## config.mk

```make
export PLATFORM = sky130hd
export DESIGN_NAME = hostbus_frontend
export DESIGN_NICKNAME = d
export VERILOG_FILES = /design/src/rtl/hb_pkg.sv /design/src/rtl/hb_sync.sv /design/src/rtl/hb_decode.sv /design/src/rtl/hb_addr_latch.sv /design/src/rtl/hb_datapath.sv /design/src/rtl/hostbus_frontend.sv
export SDC_FILE = /design/constraint.sdc
export NUM_CORES = 1
export LEC_CHECK = 0
export BUFFER_PORTS_ARGS = -buffer_cell sky130_fd_sc_hd__buf_4
export CAP_MARGIN = 20
export CORE_AREA = 2 2 70 72
export CTS_CLUSTER_DIAMETER = 100
export DETAILED_ROUTE_END_ITERATION = 6
export DIE_AREA = 0 0 72 74
export GPL_TIMING_DRIVEN = 0
export PLACE_DENSITY = 0.69
export SETUP_SLACK_MARGIN = 0.3
export SLEW_MARGIN = 30
export SYNTH_ARGS = -nofsm -noshare
export SYNTH_HDL_FRONTEND = slang
export SYNTH_SLANG_ARGS = --single-unit
```

## constraint.sdc

```tcl
create_clock -name clk -period 1.3 [get_ports clk]
set_input_delay 0 -clock clk [delete_from_list [all_inputs] [get_ports clk]]
set_output_delay 0 -clock clk [all_outputs]
set_load 0.005 [all_outputs]
```

## src/rtl/hb_pkg.sv

```systemverilog
package hb_pkg;
  localparam int HB_ADDR_W = 3;
  localparam int HB_DATA_W = 16;
  localparam int HB_LANE_W = 8;

  typedef enum logic {
    STB_SPLIT = 1'b0,
    STB_RWDS  = 1'b1
  } strobe_sel_e;

  typedef enum logic {
    BUS_SEPARATE = 1'b0,
    BUS_MUXED    = 1'b1
  } bus_sel_e;
endpackage

```

## src/rtl/hb_sync.sv

```systemverilog
module hb_sync #(
  parameter int          WIDTH   = 4,
  parameter int          STAGES  = 2,
  parameter logic [WIDTH-1:0] IDLE = '0
) (
  input  logic             clk,
  input  logic             rst_n,
  input  logic [WIDTH-1:0] d_i,
  output logic [WIDTH-1:0] q_o
);
  logic [WIDTH-1:0] stage_q [STAGES];

  genvar g;
  generate
    for (g = 0; g < STAGES; g++) begin : g_stage
      logic [WIDTH-1:0] stage_d;
      if (g == 0) begin : g_first
        assign stage_d = d_i;
      end else begin : g_rest
        assign stage_d = stage_q[g-1];
      end
      always_ff @(posedge clk or negedge rst_n) begin
        if (!rst_n) stage_q[g] <= IDLE;
        else        stage_q[g] <= stage_d;
      end
    end
  endgenerate

  assign q_o = stage_q[STAGES-1];
endmodule

```

## src/rtl/hb_decode.sv

```systemverilog
module hb_decode
  import hb_pkg::*;
(
  input  logic clk,
  input  logic rst_n,
  input  logic strobe_mode_i,
  input  logic cs_n_s_i,
  input  logic ctl_a_s_i,
  input  logic ctl_b_s_i,
  output logic rd_act_o,
  output logic wr_act_o,
  output logic acc_act_o,
  output logic acc_start_o,
  output logic rd_pulse_o,
  output logic wr_pulse_o
);
  logic rd_q, wr_q, rd_pulse_q, wr_pulse_q;
  logic rd_d, wr_d, rd_pulse_d, wr_pulse_d;
  logic sel;

  assign sel = ~cs_n_s_i;

  always_comb begin
    if (strobe_sel_e'(strobe_mode_i) == STB_SPLIT) begin
      rd_act_o = sel & ~ctl_a_s_i;
      wr_act_o = sel & ~ctl_b_s_i;
    end else begin
      rd_act_o = sel & ~ctl_b_s_i & ctl_a_s_i;
      wr_act_o = sel & ~ctl_b_s_i & ~ctl_a_s_i;
    end
  end

  assign acc_act_o   = rd_act_o | wr_act_o;
  assign acc_start_o = acc_act_o & ~(rd_q | wr_q);

  always_comb begin
    rd_d       = rd_act_o;
    wr_d       = wr_act_o;
    rd_pulse_d = rd_act_o & ~rd_q;
    wr_pulse_d = wr_q & ~wr_act_o;
  end

  always_ff @(posedge clk or negedge rst_n) begin
    if (!rst_n) begin
      rd_q       <= 1'b0;
      wr_q       <= 1'b0;
      rd_pulse_q <= 1'b0;
      wr_pulse_q <= 1'b0;
    end else begin
      rd_q       <= rd_d;
      wr_q       <= wr_d;
      rd_pulse_q <= rd_pulse_d;
      wr_pulse_q <= wr_pulse_d;
    end
  end

  assign rd_pulse_o = rd_pulse_q;
  assign wr_pulse_o = wr_pulse_q;

  // a write strobe never lasts two cycles
  p_wr_single_r9: assert property (@(posedge clk) disable iff (!rst_n)
    wr_pulse_o |=> !wr_pulse_o);
  // a read strobe never lasts two cycles
  p_rd_single_r12: assert property (@(posedge clk) disable iff (!rst_n)
    rd_pulse_o |=> !rd_pulse_o);
endmodule

```

## src/rtl/hb_addr_latch.sv

```systemverilog
module hb_addr_latch
  import hb_pkg::*;
#(
  parameter int ADDR_W = HB_ADDR_W
) (
  input  logic              clk,
  input  logic              rst_n,
  input  logic              muxed_i,
  input  logic              acc_start_i,
  input  logic              ale_s_i,
  input  logic [ADDR_W-1:0] sep_addr_i,
  input  logic [ADDR_W-1:0] bus_addr_i,
  output logic [ADDR_W-1:0] addr_o
);
  logic [ADDR_W-1:0] addr_q, addr_d, shadow_q, shadow_d;
  logic ale_q, ale_fall;

  assign ale_fall = ale_q & ~ale_s_i;

  always_comb begin
    addr_d   = addr_q;
    shadow_d = shadow_q;
    if (bus_sel_e'(muxed_i) == BUS_MUXED) begin
      if (ale_s_i)  shadow_d = bus_addr_i;
      if (ale_fall) addr_d   = shadow_q;
    end else if (acc_start_i) begin
      addr_d = sep_addr_i;
    end
  end

  always_ff @(posedge clk or negedge rst_n) begin
    if (!rst_n) begin
      addr_q   <= '0;
      shadow_q <= '0;
      ale_q    <= 1'b0;
    end else begin
      addr_q   <= addr_d;
      shadow_q <= shadow_d;
      ale_q    <= ale_s_i;
    end
  end

  assign addr_o = addr_q;

  // without a latch-enable fall the multiplexed address holds
  p_mux_addr_hold_r4: assert property (@(posedge clk) disable iff (!rst_n)
    (muxed_i && !ale_fall) |=> $stable(addr_o));
endmodule

```

## src/rtl/hb_datapath.sv

```systemverilog
module hb_datapath
  import hb_pkg::*;
#(
  parameter int DATA_W = HB_DATA_W,
  parameter int LANE_W = HB_LANE_W
) (
  input  logic              clk,
  input  logic              rst_n,
  input  logic              narrow_i,
  input  logic              wr_act_i,
  input  logic              rd_act_i,
  input  logic [DATA_W-1:0] din_i,
  input  logic [DATA_W-1:0] rdata_i,
  output logic [DATA_W-1:0] wdata_o,
  output logic [DATA_W-1:0] dout_o,
  output logic [DATA_W-1:0] oe_o
);
  localparam int LANES = DATA_W / LANE_W;

  logic [DATA_W-1:0] hold_q, hold_d;

  genvar l;
  generate
    for (l = 0; l < LANES; l++) begin : g_lane
      logic lane_on;
      if (l == 0) begin : g_low
        assign lane_on = 1'b1;
      end else begin : g_high
        assign lane_on = ~narrow_i;
      end
      assign dout_o[l*LANE_W +: LANE_W] = lane_on ? rdata_i[l*LANE_W +: LANE_W] : '0;
      assign oe_o[l*LANE_W +: LANE_W]   = {LANE_W{rd_act_i & lane_on}};
      always_comb begin
        hold_d[l*LANE_W +: LANE_W] = hold_q[l*LANE_W +: LANE_W];
        if (wr_act_i)
          hold_d[l*LANE_W +: LANE_W] = lane_on ? din_i[l*LANE_W +: LANE_W] : '0;
      end
    end
  endgenerate

  always_ff @(posedge clk or negedge rst_n) begin
    if (!rst_n) hold_q <= '0;
    else        hold_q <= hold_d;
  end

  assign wdata_o = hold_q;
endmodule

```

## src/rtl/hostbus_frontend.sv

```systemverilog
module hostbus_frontend
  import hb_pkg::*;
#(
  parameter int ADDR_W      = HB_ADDR_W,
  parameter int DATA_W      = HB_DATA_W,
  parameter int LANE_W      = HB_LANE_W,
  parameter int SYNC_STAGES = 2
) (
  input  logic              clk,
  input  logic              rst_n,
  input  logic              strobe_mode_i,
  input  logic              muxed_mode_i,
  input  logic              narrow_i,
  input  logic              cs_n_i,
  input  logic              ctl_a_i,
  input  logic              ctl_b_i,
  input  logic              a2_ale_i,
  input  logic [1:0]        a_lo_i,
  input  logic [DATA_W-1:0] data_in_i,
  output logic [DATA_W-1:0] data_out_o,
  output logic [DATA_W-1:0] data_oe_o,
  output logic              ack_o,
  output logic [ADDR_W-1:0] reg_addr_o,
  output logic [DATA_W-1:0] reg_wdata_o,
  output logic              reg_wr_o,
  output logic              reg_rd_o,
  input  logic [DATA_W-1:0] reg_rdata_i,
  input  logic              bank_ack_i
);
  localparam int CTL_W = 4;

  logic [1:0] rst_pipe_q;
  logic       rst_s_n;

  always_ff @(posedge clk or negedge rst_n) begin
    if (!rst_n) rst_pipe_q <= 2'b00;
    else        rst_pipe_q <= {rst_pipe_q[0], 1'b1};
  end
  assign rst_s_n = rst_pipe_q[1];

  logic [CTL_W-1:0] ctl_raw, ctl_s;
  assign ctl_raw = {cs_n_i, ctl_a_i, ctl_b_i, a2_ale_i};

  hb_sync #(.WIDTH(CTL_W), .STAGES(SYNC_STAGES), .IDLE(4'b1110)) u_sync (
    .clk   (clk),
    .rst_n (rst_s_n),
    .d_i   (ctl_raw),
    .q_o   (ctl_s)
  );

  logic rd_act, wr_act, acc_act, acc_start, rd_pulse, wr_pulse;

  hb_decode u_decode (
    .clk           (clk),
    .rst_n         (rst_s_n),
    .strobe_mode_i (strobe_mode_i),
    .cs_n_s_i      (ctl_s[3]),
    .ctl_a_s_i     (ctl_s[2]),
    .ctl_b_s_i     (ctl_s[1]),
    .rd_act_o      (rd_act),
    .wr_act_o      (wr_act),
    .acc_act_o     (acc_act),
    .acc_start_o   (acc_start),
    .rd_pulse_o    (rd_pulse),
    .wr_pulse_o    (wr_pulse)
  );

  hb_addr_latch #(.ADDR_W(ADDR_W)) u_addr (
    .clk         (clk),
    .rst_n       (rst_s_n),
    .muxed_i     (muxed_mode_i),
    .acc_start_i (acc_start),
    .ale_s_i     (ctl_s[0]),
    .sep_addr_i  ({a2_ale_i, a_lo_i}),
    .bus_addr_i  (data_in_i[ADDR_W-1:0]),
    .addr_o      (reg_addr_o)
  );

  hb_datapath #(.DATA_W(DATA_W), .LANE_W(LANE_W)) u_data (
    .clk      (clk),
    .rst_n    (rst_s_n),
    .narrow_i (narrow_i),
    .wr_act_i (wr_act),
    .rd_act_i (rd_act),
    .din_i    (data_in_i),
    .rdata_i  (reg_rdata_i),
    .wdata_o  (reg_wdata_o),
    .dout_o   (data_out_o),
    .oe_o     (data_oe_o)
  );

  assign reg_wr_o = wr_pulse;
  assign reg_rd_o = rd_pulse;
  assign ack_o    = acc_act & bank_ack_i;

  // no acknowledge to the host outside an access
  p_ack_idle_r10: assert property (@(posedge clk) disable iff (!rst_s_n)
    !acc_act |-> !ack_o);
  // bus never driven in the cycle a write is handed to the bank
  p_oe_not_on_write_r8: assert property (@(posedge clk) disable iff (!rst_s_n)
    reg_wr_o |-> (data_oe_o == '0) || rd_act);
  // narrow writes reach the bank with a clear upper byte
  p_narrow_wdata_r5: assert property (@(posedge clk) disable iff (!rst_s_n)
    (reg_wr_o && narrow_i && $stable(narrow_i)) |-> (reg_wdata_o[DATA_W-1:LANE_W] == '0));
  // upper lane stays released for a narrow host
  p_narrow_oe_r6: assert property (@(posedge clk) disable iff (!rst_s_n)
    narrow_i |-> (data_oe_o[DATA_W-1:LANE_W] == '0));
endmodule

```

==> impl_metrics.json, run 1 <==
{
  "worstPathMaxFanout": 5,
  "fin_tns_setup_ps": -10130,
  "drt-initial-drc-count": 32,
  "nNetsFinal": 306,
  "worst-setup-path-type": "reg -> reg",
  "grt-ovfl-total": 0,
  "synth.cell_area_mm2": 0.00160,
  "post_drt_via_cell_ratio": 4.23,
  "grtUsageTotal_pct": 14.9,
  "htreeDepth": 2,
  "die_x_um": 72,
  "grt_pass1_wl_mm": 6.15,
  "dieArea_mm2": 0.00533,
  "cts_tree": "built",
  "grt_max_degree": 36,
  "finClkSkew_ps": 3.35,
  "via_count": 1341,
  "ys_ff_latch": 37,
  "yosys_warnings": 0,
  "pwr_density_cell_mw_per_mm2": 976,
  "coreArea_mm2": 0.00460,
  "antenna_found_initial": 0,
  "finalInstanceArea_mm2": 0.00305,
  "end_kind": "register",
  "clk_pin_slew_worst_paths_ps": 70,
  "place.gp.congestion": 0.713,
  "post_drt_wl_per_cell_um": 12.8,
  "die_h_um": 74,
  "clock_latency_ps": 280,
  "cp.required_ps": 1460,
  "drv_cap": 0,
  "clock.fmax_ghz": 0.621,
  "clock_sinks": 37,
  "drive_gt1_share_pct": 70.3,
  "crit_arrival_ps": 1780,
  "grt_pass1_vias": 1351,
  "startpoint_type": "register",
  "final-hold-violation-count": 0,
  "p_leak_uw": 0.00154,
  "synth_cells": 129,
  "cts_max_path_buffers": 2,
  "worstMarginPinSlew_ps": 730,
  "cts_made_buffers": 5,
  "area_delta_synth_final_pct": 90.6,
  "start_util_pct": 34.8,
  "violations": "negative setup slack",
  "drt.antenna.violating_nets": 0,
  "place_area_mm2": 0.00239,
  "vdd_ir_drop_max_mv": 0.821,
  "diodes": 0,
  "worst_slack_ps": -312,
  "finalCritPeriodShare_pct": 124,
  "hpwl_mm": 2.74,
  "io_buffer_count": 89,
  "dp_slack_ps": -94.4,
  "syn_avg_cell_area_um2": 12.4,
  "hp-class": "in -> async",
  "rsz0062_at_grt": "yes",
  "report.final.slew_viol_count": 0,
  "ys_types": 22,
  "root_buffer": "clkbuf_8",
  "routed_wl_mm": 4.05,
  "setup_viol": 39,
  "slew-limit-headroom_pct": 51.3,
  "holdWs_ps": 30.2,
  "status": "finished with violations",
  "drc": 0,
  "min_period_ps": 1610,
  "synth.net_count": 173,
  "dr.pass1.iters": 2,
  "rows": 25,
  "nFillCells": 376,
  "top_level_ports": 98,
  "ys_seq_area_share_pct": 58.3
}
==> critical path: stages, from the launching register on <==
cell and delay, ps:
dfstp_2 370, buf_4 120, buf_6 100, buf_6 110, a211o_1 230, buf_6 150, buf_8 130, mux2_4 280
==> registers in the layout, summed over array words and instances, names as in the netlist, 2 cells and up <==
| name | flops |
|---|---|
| u_addr.addr_o | 3 |
| u_sync.q_o | 4 |
| u_addr.shadow_q | 3 |
| rst_pipe_q | 2 |
| u_data.wdata_o | 16 |
| u_sync.g_stage.stage_d | 4 |
==> metal layers <==
layer / global-route usage (%) / share of wire [%] / vias up
li1: - / - / 658
met5: 0 / 0 / -
met3: 4.34 / 5.4 / 2
met1: 17.2 / 39 / 633
met2: 27.4 / 55 / 48
met4: 3.77 / 0.35 / 0
==> layout by cell type, fill, tap and decap left out, types with 2 or more instances in the layout <==
cell           instances
clkbuf_1               2
o21ai_2                7
o21ai_1                2
clkinv_2               2
clkbuf_8               5
buf_6                 24
buf_4                101
nand2_4                4
dfstp_2                6
mux2_4                 9
buf_16                 2
dfrtp_1               30
nand2b_1               8
nor2_1                 2
buf_12                 2
nor2b_1                8
buf_8                  2
dlygate4sd3_1         21
mux2_2                 8
nand2_2                5
==> cells by family after synthesis <==
group / synth area share [%]
flip-flops: 58.3
AND/OR/NAND/NOR: 10.9
AO/OA/AOI/OAI: 4.38
multiplexers: 12.4
buffers and inverters: 13.7
other: 0.234
==> through the flow <==
stage                     cells  total power (uW)  util (%)
final                       317              2980      66.3
after global routing        317              3140      66.3
after CTS                   315              2980      64.5
after floorplan             129              1660         -
after detailed placement    272              2030      52.0
after global placement      272              2020      52.0
==> timing repair <==
item / 4_1_cts / 5_1_grt
hold endpoints to repair: 25 / 0
hold buffers: 21 / 0
gates cloned: 2 / 0
pin swaps: 6 / 8
resized for setup: 42 / 17
endpoints found under the setup margin: 41 / 40
setup buffers: 12 / 2
==> final timing paths <==
kind,startpoint,cells after the start,end,slack [ps]
worst max-delay path,u_sync.q_o[1],7,u_data.wdata_o[6],-310
worst min register to register,rst_pipe_q[1],0,u_data.wdata_o[0],330
min in group clk,narrow_i,3,u_data.wdata_o[8],40
worst min-delay path,rst_n,2,rst_pipe_q[1],30
max in group asynchronous,rst_pipe_q[1],0,u_data.wdata_o[10],490
worst max register to register,u_sync.q_o[1],7,u_data.wdata_o[6],-310
==> synth_stat cells, drive strengths merged <==
library cell | number | area, um^2
dfrtp | 31 | 776
buf | 26 | 204
mux2 | 17 | 199
nand2 | 9 | 33.8
o21ai | 9 | 45.0
nand2b | 8 | 50.1
nor2b | 8 | 50.1
dfstp | 6 | 158
inv | 3 | 11.3
nor2 | 3 | 11.3
and3b | 2 | 17.5
a211o | 1 | 8.76
a32oi | 1 | 8.76
and2 | 1 | 6.26
clkbuf | 1 | 3.75
conb | 1 | 3.75
nor4 | 1 | 6.26
o21bai | 1 | 7.51
==> layout make-up <==
type	count	area (um^2)	area share (%)
buffer	27	248	8.12
sequential	37	935	30.6
timing repair buffer	126	1120	36.7
clock buffer	6	72.6	2.38
multi-input combinational	62	584	19.2
clock inverter	2	10.0	0.328
tap	54	67.6	2.21
inverter	3	13.8	0.451
==> where the power goes <==
| group | total (uW) | leakage [uW] | switching, uW | internal, uW |
|---|---|---|---|---|
| clock | 746 | 0.0000450 | 375 | 371 |
| combinational | 827 | 0.00106 | 245 | 582 |
| sequential | 1410 | 0.000442 | 107 | 1300 |
(Power assumes the default switching activity.)
==> inputs of run 2 (changes only) <==
- CELL_PAD_IN_SITES_DETAIL_PLACEMENT: unset -> 1
- CELL_PAD_IN_SITES_GLOBAL_PLACEMENT: unset -> 2
- CORE_AREA: 2 2 70 72 -> 2 2 84 86
- DIE_AREA: 0 0 72 74 -> 0 0 86 88
- PLACE_DENSITY: 0.69 -> 0.79
==> run 2 against run 1 <==
The flow still finishes with violations (negative setup slack). Clock skew is 2.8 ps higher. Wire length up 5.8%. Count of clock-buffer cells in the layout increased by 2. Fmax grew 3.9%. Setup slack better by 61 ps. Cell count up 6.0%. Total power is 0.94% higher. Core utilization is 22 points lower. First-iteration DRC count is 13% lower. Critical endpoint is now data_oe_o[13].
==> impl_metrics.json, run 2 (same netlist as run 1, synthesis figures left out) <==
{
  "finClkSkew_ps": 6.19,
  "fin_cells": 336,
  "start_util_pct": 24.1,
  "hp-class": "in -> reg",
  "pwr_density_cell_mw_per_mm2": 1010,
  "clock_latency_ps": 280,
  "root_buffer": "clkbuf_8",
  "coreArea_mm2": 0.00664,
  "rr_worst_depth": 6,
  "htreeDepth": 2,
  "min_period_ps": 1550,
  "met1_usage_pct": 13.3,
  "reg2reg_slack_ps": -210,
  "status": "finished with violations",
  "diodes": 0,
  "drt.antenna.violating_nets": 0,
  "clk_pin_slew_worst_paths_ps": 70,
  "rows": 30,
  "die_x_um": 86,
  "crit_arrival_ps": 1550,
  "fin_util_pct": 44.7,
  "violations": "negative setup slack",
  "startpoint_type": "register",
  "grtUsageTotal_pct": 11.3,
  "place_area_mm2": 0.00242,
  "grt-busiest-layer": "met2",
  "worst-setup-path-type": "reg -> out",
  "setup_viol": 38,
  "nNetsFinal": 299,
  "power_frac_seq_pct": 46.9,
  "grt_pass1_vias": 1350,
  "area_delta_synth_final_pct": 85.6,
  "worstReg2RegEnd": "u_data.wdata_o[3]",
  "clock_sinks": 37,
  "die_h_um": 88,
  "p_total_uw": 3010,
  "dieArea_mm2": 0.00757,
  "worstPathMaxFanout": 8,
  "cts_tree": "built",
  "final-hold-violation-count": 0,
  "grt-ovfl-total": 0,
  "use_met3_pct": 4.05,
  "mostFrequentLayoutCell": "buf_4",
  "report.final.slew_viol_count": 0,
  "netSwitchingPower_uw": 721,
  "dp_cells": 298,
  "largest_reg_flops": 16,
  "rsz0062_at_grt": "yes",
  "cts_made_buffers": 5,
  "worst_path_max_delay_cell": "dfstp_2",
  "worst_slack_ps": -251,
  "grt_pass1_wl_mm": 6.60,
  "routed_wl_mm": 4.28,
  "p_clk_share_pct": 26.9,
  "nFillCells": 714,
  "io_buffer_count": 89,
  "power.internal_uw": 2280,
  "drc": 0,
  "finalInstanceArea_mm2": 0.00297,
  "comb_power_share_pct": 26.2,
  "hpwl_mm": 2.88,
  "hold_start": "narrow_i",
  "post_drt_via_cell_ratio": 4.04,
  "end_kind": "primary output",
  "crit_path_max_incr_delay_ps": 530,
  "worstPathCellList": "and3b_1 > o21bai_4 > nor2_4 > buf_4 > buf_4",
  "r2r_start": "u_sync.q_o[1]",
  "cts_max_path_buffers": 2,
  "grt_max_degree": 36,
  "place.gp.congestion": 0.632,
  "final_cell_mix": "buf_4, dfrtp_1, buf_6",
  "finalCritPeriodShare_pct": 119,
  "top_level_ports": 98,
  "drive_gt1_share_pct": 67.2,
  "antenna_found_initial": 0,
  "grt_use_met2_pct": 19.7,
  "min_path_cells": 3,
  "p_leak_uw": 0.00149,
  "cpMostUsedCell": "buf_4",
  "cp.required_ps": 1300,
  "clock.fmax_ghz": 0.645,
  "dr.pass1.iters": 2,
  "switching_share_pct": 24.0,
  "hold_path_end": "u_data.wdata_o[8]",
  "post_drt_wl_per_cell_um": 12.8,
  "via_count": 1358,
  "drv_cap": 0,
  "drt-initial-drc-count": 28,
  "vdd_ir_drop_max_mv": 0.417
}
run 2: worst max-delay path by stage:
stage                        startpoint               end  slack, ps  cells past startpoint
after floorplan           u_sync.q_o[2]  u_addr.addr_o[0]          4                      3
after global placement    u_sync.q_o[2]  u_addr.addr_o[2]       -110                      3
after detailed placement  u_sync.q_o[2]  u_addr.addr_o[0]       -130                      3
after CTS                 u_sync.q_o[1]      data_oe_o[9]       -280                      5
after global routing      u_sync.q_o[1]     data_oe_o[13]       -330                      5
final                     u_sync.q_o[1]     data_oe_o[13]       -250                      5
run 2: critical path: cells and delay by family (launching register included):
family / cells / cell delay [ps]
flip-flops: 1 / 530
AO/OA/AOI/OAI: 1 / 190
AND/OR/NAND/NOR: 2 / 270
buffers and inverters: 2 / 280
run 2: layout make-up:
cell class              instances  area, um^2  share of cell area [%]
clock buffers                   8        90.1                    3.03
flip-flops and latches         37         937                    31.6
inverters                       3        13.8                   0.463
plain buffers                  27         248                    8.34
well taps                      80         100                    3.37
multi-input cells              62         554                    18.7
repair buffers                119        1030                    34.6
run 2: timing repair:
| item | CTS | global route |
|---|---|---|
| hold buffers | 21 | 0 |
| buffers inserted | 7 | 1 |
| pin swaps | 9 | 6 |
| hold endpoints to repair | 25 | 0 |
| cloned | 1 | 0 |
| gates resized for setup | 40 | 10 |
| endpoints found under the setup margin | 41 | 64 |
run 2: power by group through the flow:
stage | logic, uW | clock network (uW) | registers [uW]
after global routing | 849 | 886 | 1430
after global placement | 612 | 0 | 1410
after floorplan | 254 | 0 | 1400
after CTS | 776 | 846 | 1400
after detailed placement | 624 | 0 | 1410
final | 789 | 809 | 1410
run 2: stage by stage:
step | hold slack (ps) | setup TNS (ps) | setup WS, ps
after floorplan | -296 | 0 | 3.53
after global placement | -218 | -1470 | -114
after detailed placement | -213 | -1480 | -128
after CTS | 14.0 | -5610 | -281
after global routing | 28.0 | -9280 | -334
final | 14.8 | -6940 | -251
run 2: layer usage:
layer / share of wire (%) / routed length [um]
met1: 38 / 1620
met2: 55 / 2350
met3: 6.7 / 286
met4: 0.63 / 27
met5: 0 / 0
